File: config.mk
export PLATFORM = sky130hd
export DESIGN_NAME = cu_ctl_reg
export DESIGN_NICKNAME = d
export VERILOG_FILES = /design/src/rtl/cu_ctl_reg.sv
export SDC_FILE = /design/constraint.sdc
export NUM_CORES = 1
export LEC_CHECK = 0
export ABC_AREA = 1
export CELL_PAD_IN_SITES_DETAIL_PLACEMENT = 1
export CELL_PAD_IN_SITES_GLOBAL_PLACEMENT = 1
export CORE_UTILIZATION = 31
export CTS_CLUSTER_SIZE = 24
export DETAILED_ROUTE_END_ITERATION = 10
export DONT_BUFFER_PORTS = 1
export HOLD_SLACK_MARGIN = 0.1
export PLACE_DENSITY = 0.66
export SLEW_MARGIN = 30
export SYNTH_ARGS = -nofsm -noshare
export SYNTH_HDL_FRONTEND = slang
export SYNTH_SLANG_ARGS = --single-unit
File: constraint.sdc
create_clock -name clk -period 0.8 [get_ports clk]
set_input_delay 0.16 -clock clk [delete_from_list [all_inputs] [get_ports clk]]
set_output_delay 0.16 -clock clk [all_outputs]
set_load 0.01 [all_outputs]
File: src/rtl/cu_ctl_reg.sv
module cu_ctl_reg #(
  parameter int DW = 16,
  parameter int PW = 3
) (
  input  logic          clk,
  input  logic          rst_n,
  input  logic          wr_en,
  input  logic [1:0]    wr_be,
  input  logic [DW-1:0] wr_data,
  input  logic          lockout,
  input  logic [PW-1:0] phase,
  input  logic          slot_a,
  input  logic          slot_b,
  input  logic          cui_start,
  input  logic          seq_resp,
  input  logic          switch_ok,
  output logic [DW-1:0] rd_data,
  output logic          start_pulse,
  output logic          unit_reset_pulse,
  output logic          irq,
  output logic          req_in,
  output logic          online_op,
  output logic          lock_release_ok
);
  localparam logic [PW-1:0] PH_IDLE = '0;
  localparam logic [PW-1:0] PH_END  = '1;
  localparam logic [PW-1:0] PH_INT  = PW'(4);

  logic [1:0] fn_q, xba_q;
  logic ien_q, done_q, busy_q, ben_q, cue_q, burst_q, par_q, stk_q, onreq_q;

  wire ph_load = (phase == PH_IDLE) || (phase == PH_END);
  wire ph_int  = (phase == PH_INT);
  wire wr_lo   = wr_en && wr_be[0];
  wire wr_hi   = wr_en && wr_be[1];
  wire go_hit  = wr_lo && !lockout && wr_data[0];
  wire go_rst  = go_hit && (wr_data[2:1] == 2'd0);

  always_ff @(posedge clk or negedge rst_n) begin
    if (!rst_n) begin
      fn_q <= '0; xba_q <= '0; ien_q <= 1'b0; done_q <= 1'b0; busy_q <= 1'b0;
      ben_q <= 1'b0; cue_q <= 1'b0; burst_q <= 1'b0; par_q <= 1'b0;
      stk_q <= 1'b0; onreq_q <= 1'b0; online_op <= 1'b0; req_in <= 1'b0;
      start_pulse <= 1'b0; unit_reset_pulse <= 1'b0;
    end else begin
      if (wr_lo) begin
        ien_q <= wr_data[3];
        if (ph_load) done_q <= wr_data[4];
        if (!lockout) begin
          fn_q   <= wr_data[2:1];
          busy_q <= wr_data[5];
          ben_q  <= wr_data[6];
          cue_q  <= wr_data[7];
        end
      end
      if (wr_hi && !lockout) begin
        burst_q <= wr_data[8];
        par_q   <= wr_data[9];
        stk_q   <= wr_data[10];
        xba_q   <= wr_data[12:11];
        onreq_q <= wr_data[13];
      end
      if (go_rst) begin
        done_q <= 1'b0;
        busy_q <= 1'b0;
        stk_q  <= 1'b0;
      end
      if (ben_q && seq_resp) busy_q <= 1'b1;
      if (ph_int && slot_a) done_q <= 1'b0;
      if (ph_int && slot_b) done_q <= 1'b1;

      if (cui_start && fn_q != 2'd0) req_in <= 1'b1;
      if (seq_resp || go_rst) req_in <= 1'b0;

      if (switch_ok) online_op <= onreq_q;
      start_pulse      <= go_hit && !go_rst;
      unit_reset_pulse <= go_rst;
    end
  end

  assign rd_data = {1'b0, online_op, onreq_q, xba_q, stk_q, par_q, burst_q,
                    cue_q, ben_q, busy_q, done_q, ien_q, fn_q, 1'b0};
  assign irq = done_q && ien_q;
  assign lock_release_ok = !done_q && ph_load;

  p_locked_fn_r3: assert property (@(posedge clk) disable iff (!rst_n)
    lockout |=> $stable(fn_q));
  p_locked_cfg_r3: assert property (@(posedge clk) disable iff (!rst_n)
    (lockout && !seq_resp) |=> $stable(rd_data[13:5]));
  p_done_phase_r4: assert property (@(posedge clk) disable iff (!rst_n)
    (!ph_load && !ph_int && !go_hit) |=> $stable(done_q));
  p_slot_set_r5: assert property (@(posedge clk) disable iff (!rst_n)
    (ph_int && slot_b && !slot_a) |=> irq == ien_q);
  p_strobe_excl_r8: assert property (@(posedge clk) disable iff (!rst_n)
    $onehot0({start_pulse, unit_reset_pulse}));
  p_reset_clears_r8: assert property (@(posedge clk) disable iff (!rst_n)
    unit_reset_pulse |-> !req_in);
  p_busy_set_r10: assert property (@(posedge clk) disable iff (!rst_n)
    (seq_resp && ben_q) |=> busy_q);
  p_online_hold_r11: assert property (@(posedge clk) disable iff (!rst_n)
    !switch_ok |=> $stable(online_op));
endmodule

======== Word-level counts from Yosys, hierarchy flattened ========
Cells that the tools add are included.
operators by class
  equal/unequal tests ..................... 3
  mux-type cells .......................... 13
  reductions and logical operators ........ 29
  bitwise gates (word level) .............. 1
operators by type and width
  cell                  number
  $logic_and A1 B1 Y1   13
  $mux W1               13
  $reduce_bool A4 Y1    2
  $eq A3 B3 Y1 const B  2
  $reduce_and A2 Y1     3
  $reduce_bool A2 Y1    3
  $logic_not A1 Y1      3
  $logic_not A3 Y1      1
  $ne A3 B1 Y1 const B  1
  $reduce_bool A3 Y1    1
  $logic_not A2 Y1      1
  $logic_or A1 B1 Y1    2
  $not A1 Y1            1
word-level totals
  output and inout bits ................... 22
  logic and storage cells ................. 61
  flip-flop bits (word level) ............. 17

======== Logic depth before layout (Yosys ltp) ========
Gate-level depths: netlist of the first run.
  depth in word-level cells ............... 7
  depth in mapped cells ................... 8

======== Least setup slack after synthesis of the first run ========
No wires, ideal clock.
  kind .................................... input port to flip-flop
  from .................................... input lockout
  to ...................................... register burst_q
  path buffers ............................ 0
  arrival time ............................ 0.726 ns
  cell stages on the path ................. 2
  path slack .............................. -0.051 ns
  setup time .............................. 0.125 ns
  path through ............................ nand3b_1 -> mux2_2
on the way
  word-level cells in the longest chain between the ends .. 2
RTL lines
  item                    line  source
  start: declaration      10    input logic lockout,
  $logic_not A1 Y1        56    if (wr_hi && !lockout) begin
  $logic_and A1 B1 Y1     56
  end signal: assignment  57    burst_q <= wr_data[8];
  end: declaration        30    logic ien_q, done_q, busy_q, ben_q, cue_q, burst_q, par_q, stk_q, onreq_q;
No other way between the ends.
A chain may end at the register's enable or synchronous reset.

======== Worst setup path in the final report of the first run ========
  from .................................... register done_q
  to ...................................... output lock_release_ok
on the way
  word-level cells in the longest chain between the ends .. 2
RTL lines
  item                      line  source
  start: declaration        30
  start signal: assignment  48    if (ph_load) done_q <= wr_data[4];
  $logic_not A1 Y1          84    assign lock_release_ok = !done_q && ph_load;
  $logic_and A1 B1 Y1       84
  end: declaration          23    output logic lock_release_ok
No other way between the ends.

==> results of run 1 <==
-- how the worst max path moves through the flow --
stage	endpoint	start	cells past startpoint	slack, ns
2_1_floorplan	burst_q$_DFFE_PN0P_	lockout	2	-0.05
3_3_place_gp	onreq_q$_DFFE_PN0P_	lockout	2	-0.12
3_5_place_dp	onreq_q$_DFFE_PN0P_	lockout	2	-0.16
4_1_cts	rd_data[4]	done_q$_DFFE_PN0P_	1	-0.24
5_1_grt	irq	done_q$_DFFE_PN0P_	2	-0.28
6_report	lock_release_ok	done_q$_DFFE_PN0P_	1	-0.23
-- through the flow --
step	hold slack [ns]	power [W]	worst slack, ns	setup TNS (ns)
2_1_floorplan	-0.136	0.00149	-0.0508	-0.308
3_3_place_gp	-0.135	0.00155	-0.118	-0.863
3_5_place_dp	-0.135	0.00157	-0.157	-1.20
4_1_cts	0.0236	0.00218	-0.241	-5.26
5_1_grt	0.0177	0.00237	-0.279	-4.04
6_report	-0.00340	0.00221	-0.229	-3.12
-- layout make-up --
cell class / count / area, sq um / area share [%]
timing repair buffer: 31 / 323 / 28.0
tap: 30 / 37.5 / 3.26
inverter: 6 / 22.5 / 1.96
clock buffer: 4 / 26.3 / 2.28
multi-input combinational: 58 / 315 / 27.4
sequential: 17 / 427 / 37.1
-- cell usage in the layout, fill, tap and decap left out, drive strengths merged --
master and instances:
nand2 31, dfrtp 17, dlygate4sd3 16, buf 14, inv 6, nand3 6
nor2 6, mux2 6, clkbuf 4, o21ai 3, conb 2, nand3b 1
o21a 1, nor3 1, nor3b 1, dlymetal6s4s 1
-- where the power goes --
| group | switching (W) | leakage [nW] | internal (W) | total [W] |
|---|---|---|---|---|
| clock network | 0.000255 | 0.0150 | 0.000193 | 0.000448 |
| registers | 0.000129 | 0.209 | 0.000996 | 0.00112 |
| logic | 0.000251 | 0.367 | 0.000387 | 0.000638 |
| total | 0.000635 | 0.591 | 0.00158 | 0.00221 |
-- layer usage --
layer	up-vias	global-route usage (%)	part of all wire [%]
li1	322	-	-
met1	310	14.1	37
met2	34	29.2	55
met3	2	2.54	7.0
met4	0	6.58	1.1
met5	-	0	0
-- what timing repair did --
action	CTS	global route
setup endpoints to repair	21	42
endpoints found under the hold margin	32	19
hold buffers	16	1
buffers inserted	0	1
resized for setup	12	8
pin swaps	1	0
-- cells by family after synthesis --
| group | after synthesis | share of synthesized area (%) |
|---|---|---|
| other | 1 | 0.449 |
| buffers and inverters | 18 | 13.5 |
| AND/OR/NAND/NOR | 46 | 24.4 |
| flip-flops | 17 | 50.9 |
| AO/OA/AOI/OAI | 4 | 2.69 |
| multiplexers | 6 | 8.08 |
==> metrics.yaml, run 1 <==
placement:
  gp_congestion: 0.654
  place_area_sq_um: 885
  dp_cells: 124
  dp_hpwl_mm: 1.42
  port_buffers: 0
drt:
  drc: 0
  wl_per_cell_um: 13.4
  vias: 668
  drt-pass1-iter-count: 4
  drt_iter0_markers: 12
  ant_nets: 0
  avgViaCountPerCell: 4.58
  routed_wl_mm: 1.96
die:
  die_y_um: 53.9
  die_w_um: 53.9
  initial_core_util_pct: 33.1
  pin_count: 52
  num_rows: 18
  core_area_sq_um: 2520
  die_area_sq_um: 2910
worst_setup_path:
  path_buf_inv: 0
  reg2reg_from: "xba_q[0]$_DFFE_PN0P_"
  reg2reg_depth: 2
  worstSetupPathType: "reg2out"
  arrival_ns: 0.87
  critical_path.max_stage_delay_ns: 0.45
  critPathTopFamily: "flip-flops"
  critPathSlowestCell: "dfrtp_2"
  cp.required_ns: 0.64
  r2r_setup_slack_ns: -0.09
  r2r-end: "xba_q[0]$_DFFE_PN0P_"
  worstSetupEndpointType: "output pin"
  path_cells: "nor2_2"
  path_max_fanout: 4
  startpoint_type: "flop"
yosys:
  synth_edf_count: 0
  yosys.area.top_type: "dfrtp_1"
  netlist_instances: 92
  synth_most_common_cell: "nand2_1"
  syn_avg_cell_area_sq_um: 9.08
  synth.distinct_cells: 16
  synthFlopType: "dfrtp_1"
  ys_ff_latch: 17
  postSynth.asyncResetShare_pct: 100
  syn_area_sq_um: 836
  seq_area_frac_synth_pct: 50.9
  synth_area_leaders: "dfrtp_1 (51%), nand2_1 (13%), buf_4 (11%)"
  yosysTopAreaCellShare_pct: 50.9
  ys_warn_count: 0
  synth_common_cells: "nand2_1 (30), dfrtp_1 (17), buf_4 (12), inv_1 (6), mux2_2 (6)"
timing:
  tightest_slew_ns: 0.745
  rsz0062_at_grt: "true"
  setup_viol: 22
  slew_viol_final: 0
  maxSlewHeadroom_pct: 50.3
  min_period_ns: 1.03
  max_freq_ghz: 0.972
  fin_skew_ns: 0.00502
  hold_viol_final: 5
  holdWs_ns: -0.00340
  fin_ws_ns: -0.229
  post-route-period-util_pct: 129
clock_network:
  cts_buffer_depth: 2
  htreeDepth: 1
  clk_pin_slew_ns: 0.10
  cts_sinks: 17
  clock_latency_ns: 0.28
  cts_tree: "done"
  cts-root-buf: "clkbuf_4"
  cts-buffers-inserted: 3
final_layout:
  utilization_pct: 45.6
  final-instance-count-excl-fill: 146
  drive_above_1_share_pct: 25.0
  nets: 147
  fin_area_sq_um: 1150
  fill_cells: 293
  area_growth_pct: 37.7
  antenna_cells: 0
  reg_top3: "fn_q: 2 flops, xba_q: 2 flops"
pwr:
  p_per_area_nw_per_um2: 1920
  ir_drop_mv: 0.844
  p_leak_nw: 0.591
grt:
  antenna_found_initial: 0
  grt_util_all_layers_pct: 14.6
  grt_pass1_wl_mm: 2.92
  grt_overflow: 0
  grt_max_degree: 18
  grt_pass1_vias: 718
worst_hold_path:
  min_path_type: "in2async"
outcome:
  status: "complete, but fails checks"
  violations: "hold timing, setup timing"
run:
  maxCapViolCount: 0
Note: power is estimated with default switching activity, not from simulation.
==> inputs of run 2 (changes only) <==
--- a/config.mk
+++ b/config.mk
@@ -13,7 +13,7 @@
 export DETAILED_ROUTE_END_ITERATION = 10
 export DONT_BUFFER_PORTS = 1
 export HOLD_SLACK_MARGIN = 0.1
-export PLACE_DENSITY = 0.66
+export PLACE_DENSITY = 0.64
 export SLEW_MARGIN = 30
 export SYNTH_ARGS = -nofsm -noshare
 export SYNTH_HDL_FRONTEND = slang
==> constraint.sdc (replaced) <==
create_clock -name clk -period 1.1 [get_ports clk]
set_input_delay 0.22 -clock clk [delete_from_list [all_inputs] [get_ports clk]]
set_output_delay 0.22 -clock clk [all_outputs]
set_load 0.01 [all_outputs]
==> metrics.yaml, run 2 (synthesis results as in run 1) <==
clock_network:
  cts-buffers-inserted: 3  # unchanged
  cts_tree: "done"
  clock_latency_ns: 0.28  # about the same
  post_cts_buffers: 0  # unchanged
  cts_buffer_depth: 2  # unchanged
  htreeDepth: 1  # unchanged
  cts_sinks: 17  # unchanged
  clk_pin_slew_ns: 0.10  # about the same
  cts-root-buf: "clkbuf_4"
worst_setup_path:
  critPathTopFamily: "flip-flops"
  path_max_fanout: 4  # unchanged
  arrival_ns: 0.87  # about the same
  critPathSlowestCell: "dfrtp_2"
  path_buf_inv: 0  # unchanged
  critical_path.max_stage_delay_ns: 0.47  # +0.02 ns
  startpoint_type: "flop"
  path_cells: "nor2_4"
  worstSetupPathType: "reg2out"
  cp.required_ns: 0.88  # +0.24 ns
  worstSetupEndpointType: "output pin"
drt:
  route.met2.wl_um: 841  # -21%
  vias: 605  # -9.4%
  drt_iter0_markers: 1  # -11
  wl_met3_um: 127  # -8.0%
  wl_per_cell_um: 13.3  # -0.69%
  wl_met1_um: 763  # +4.7%
  drt-pass1-iter-count: 2  # -2
  routed_wl_mm: 1.76  # -10%
  drc: 0  # unchanged
  ant_nets: 0  # unchanged
  topRoutingLayerUsed: "met4"
  avgViaCountPerCell: 4.58  # +0.17%
worst_hold_path:
  min_path_type: "in2async"
final_layout:
  fill_cells: 306  # +4.4%
  area_growth_pct: 19.2
  final_cell_mix: "nand2_1 (29), dfrtp_1 (15), dlygate4sd3_1 (15), mux2_2 (6)"
  final-instance-count-excl-fill: 132  # -9.6%
  nets: 133  # -9.5%
  reg_top3: "fn_q: 2 flops, xba_q: 2 flops"
  drive_above_1_share_pct: 17.6  # -7.4 points
  fin_area_sq_um: 996  # -13%
  antenna_cells: 0  # unchanged
  mostFrequentLayoutCell: "nand2_1"
die:
  initial_core_util_pct: 33.1  # unchanged
  die_area_sq_um: 2910  # unchanged
  die_y_um: 53.9  # unchanged
  die_w_um: 53.9  # unchanged
  pin_count: 52  # unchanged
  core_area_sq_um: 2520  # unchanged
  num_rows: 18  # unchanged
pwr:
  p_leak_nw: 0.496  # -16%
  clockPowerShare_pct: 22.9  # +2.6 points
  ir_drop_mv: 0.559  # -34%
  p_per_area_nw_per_um2: 1420  # -26%
  seqPwrFrac_pct: 61.1  # +10 points
  switchingPower_w: 0.000425  # -33%
  comb_power_share_pct: 16.0  # -13 points
  power.internal_w: 0.000987  # -37%
  p_sw_share_pct: 30.1  # +1.4 points
timing:
  fin_ws_ns: 0.00880  # +0.238 ns
  holdWs_ns: 0.0605  # +0.0639 ns
  slew_viol_final: 0  # unchanged
  fin_skew_ns: 0.000717  # -0.00430 ns
  min_period_ns: 1.09
  max_freq_ghz: 0.916
  hold_viol_final: 0  # -5
  maxSlewHeadroom_pct: 49.7  # -0.61 points
  tightest_slew_ns: 0.755  # +0.00917 ns
  setup_viol: 0  # -100%
  rsz0062_at_grt: "true"
  post-route-period-util_pct: 99.2
grt:
  grt_overflow: 0  # unchanged
  grt_pass1_vias: 648  # -9.7%
  grt_util_all_layers_pct: 13.5  # -1.1 points
  grt_max_degree: 18  # unchanged
  grt_pass1_wl_mm: 2.63  # -9.9%
  antenna_found_initial: 0  # unchanged
run:
  maxCapViolCount: 0  # unchanged
placement:
  place_area_sq_um: 795  # -10%
  dp_hpwl_mm: 1.36  # -4.4%
  gp_congestion: 0.660  # +1.0%
  port_buffers: 0  # unchanged
  dp_cells: 112  # -9.7%
  pre_cts_ws_ns: 0.0924  # +0.250 ns
outcome:
  status: "complete, no violations"
run 2: path summary, 6_finish.rpt:
kind | from | to | slack, ns | depth (start not counted)
worst max-delay path | done_q$_DFFE_PN0P_ | lock_release_ok | 0.009 | 1
worst min-delay path | rst_n | online_op$_DFFE_PN0P_ | 0.06 | 1
worst max register to register | fn_q[1]$_DFFE_PN0N_ | req_in$_DFFE_PN0P_ | 0.20 | 3
worst min register to register | ien_q$_DFFE_PN0N_ | ien_q$_DFFE_PN0N_ | 0.57 | 2
max in group asynchronous | rst_n | ien_q$_DFFE_PN0N_ | 0.51 | 1
min in group clk | wr_data[1] | start_pulse$_DFF_PN0_ | 0.10 | 2
run 2: layout make-up:
type | instances | area (sq um) | share of cell area [%]
clock buffer | 4 | 26.3 | 2.64
inverter | 6 | 22.5 | 2.26
multi-input combinational | 58 | 312 | 31.3
sequential | 17 | 428 | 43.0
tap | 30 | 37.5 | 3.77
timing repair buffer | 17 | 170 | 17.1
run 2: repair_timing:
item / 4_1_cts / 5_1_grt
endpoints found under the setup margin: 2 / 3
hold buffers: 16 / 0
endpoints found under the hold margin: 31 / 0
gates resized for setup: 5 / 2
pin swaps: 2 / 0
run 2: power by group through the flow:
| stage | Clock (W) | Sequential, W | Combinational (W) |
|---|---|---|---|
| 6_report | 0.000324 | 0.000862 | 0.000226 |
| 5_1_grt | 0.000368 | 0.000884 | 0.000261 |
| 4_1_cts | 0.000340 | 0.000866 | 0.000231 |
| 3_5_place_dp | 0 | 0.000872 | 0.000166 |
| 3_3_place_gp | 0 | 0.000864 | 0.000154 |
| 2_1_floorplan | 0 | 0.000806 | 0.000275 |
run 2: per-stage QoR:
stage | power [W] | util [%] | TNS, ns
floorplan | 0.00108 | - | 0
global placement | 0.00102 | 31.5 | 0
detailed placement | 0.00104 | 31.5 | 0
CTS | 0.00144 | 39.3 | -0.0174
global route | 0.00151 | 39.5 | -0.101
finish | 0.00141 | 39.5 | 0
run 2: metal layers:
layer | GRT usage, % | vias up
li1 | - | 294
met3 | 2.26 | 2
met2 | 23.9 | 35
met1 | 14.4 | 274
met4 | 9.21 | 0
met5 | 0 | -
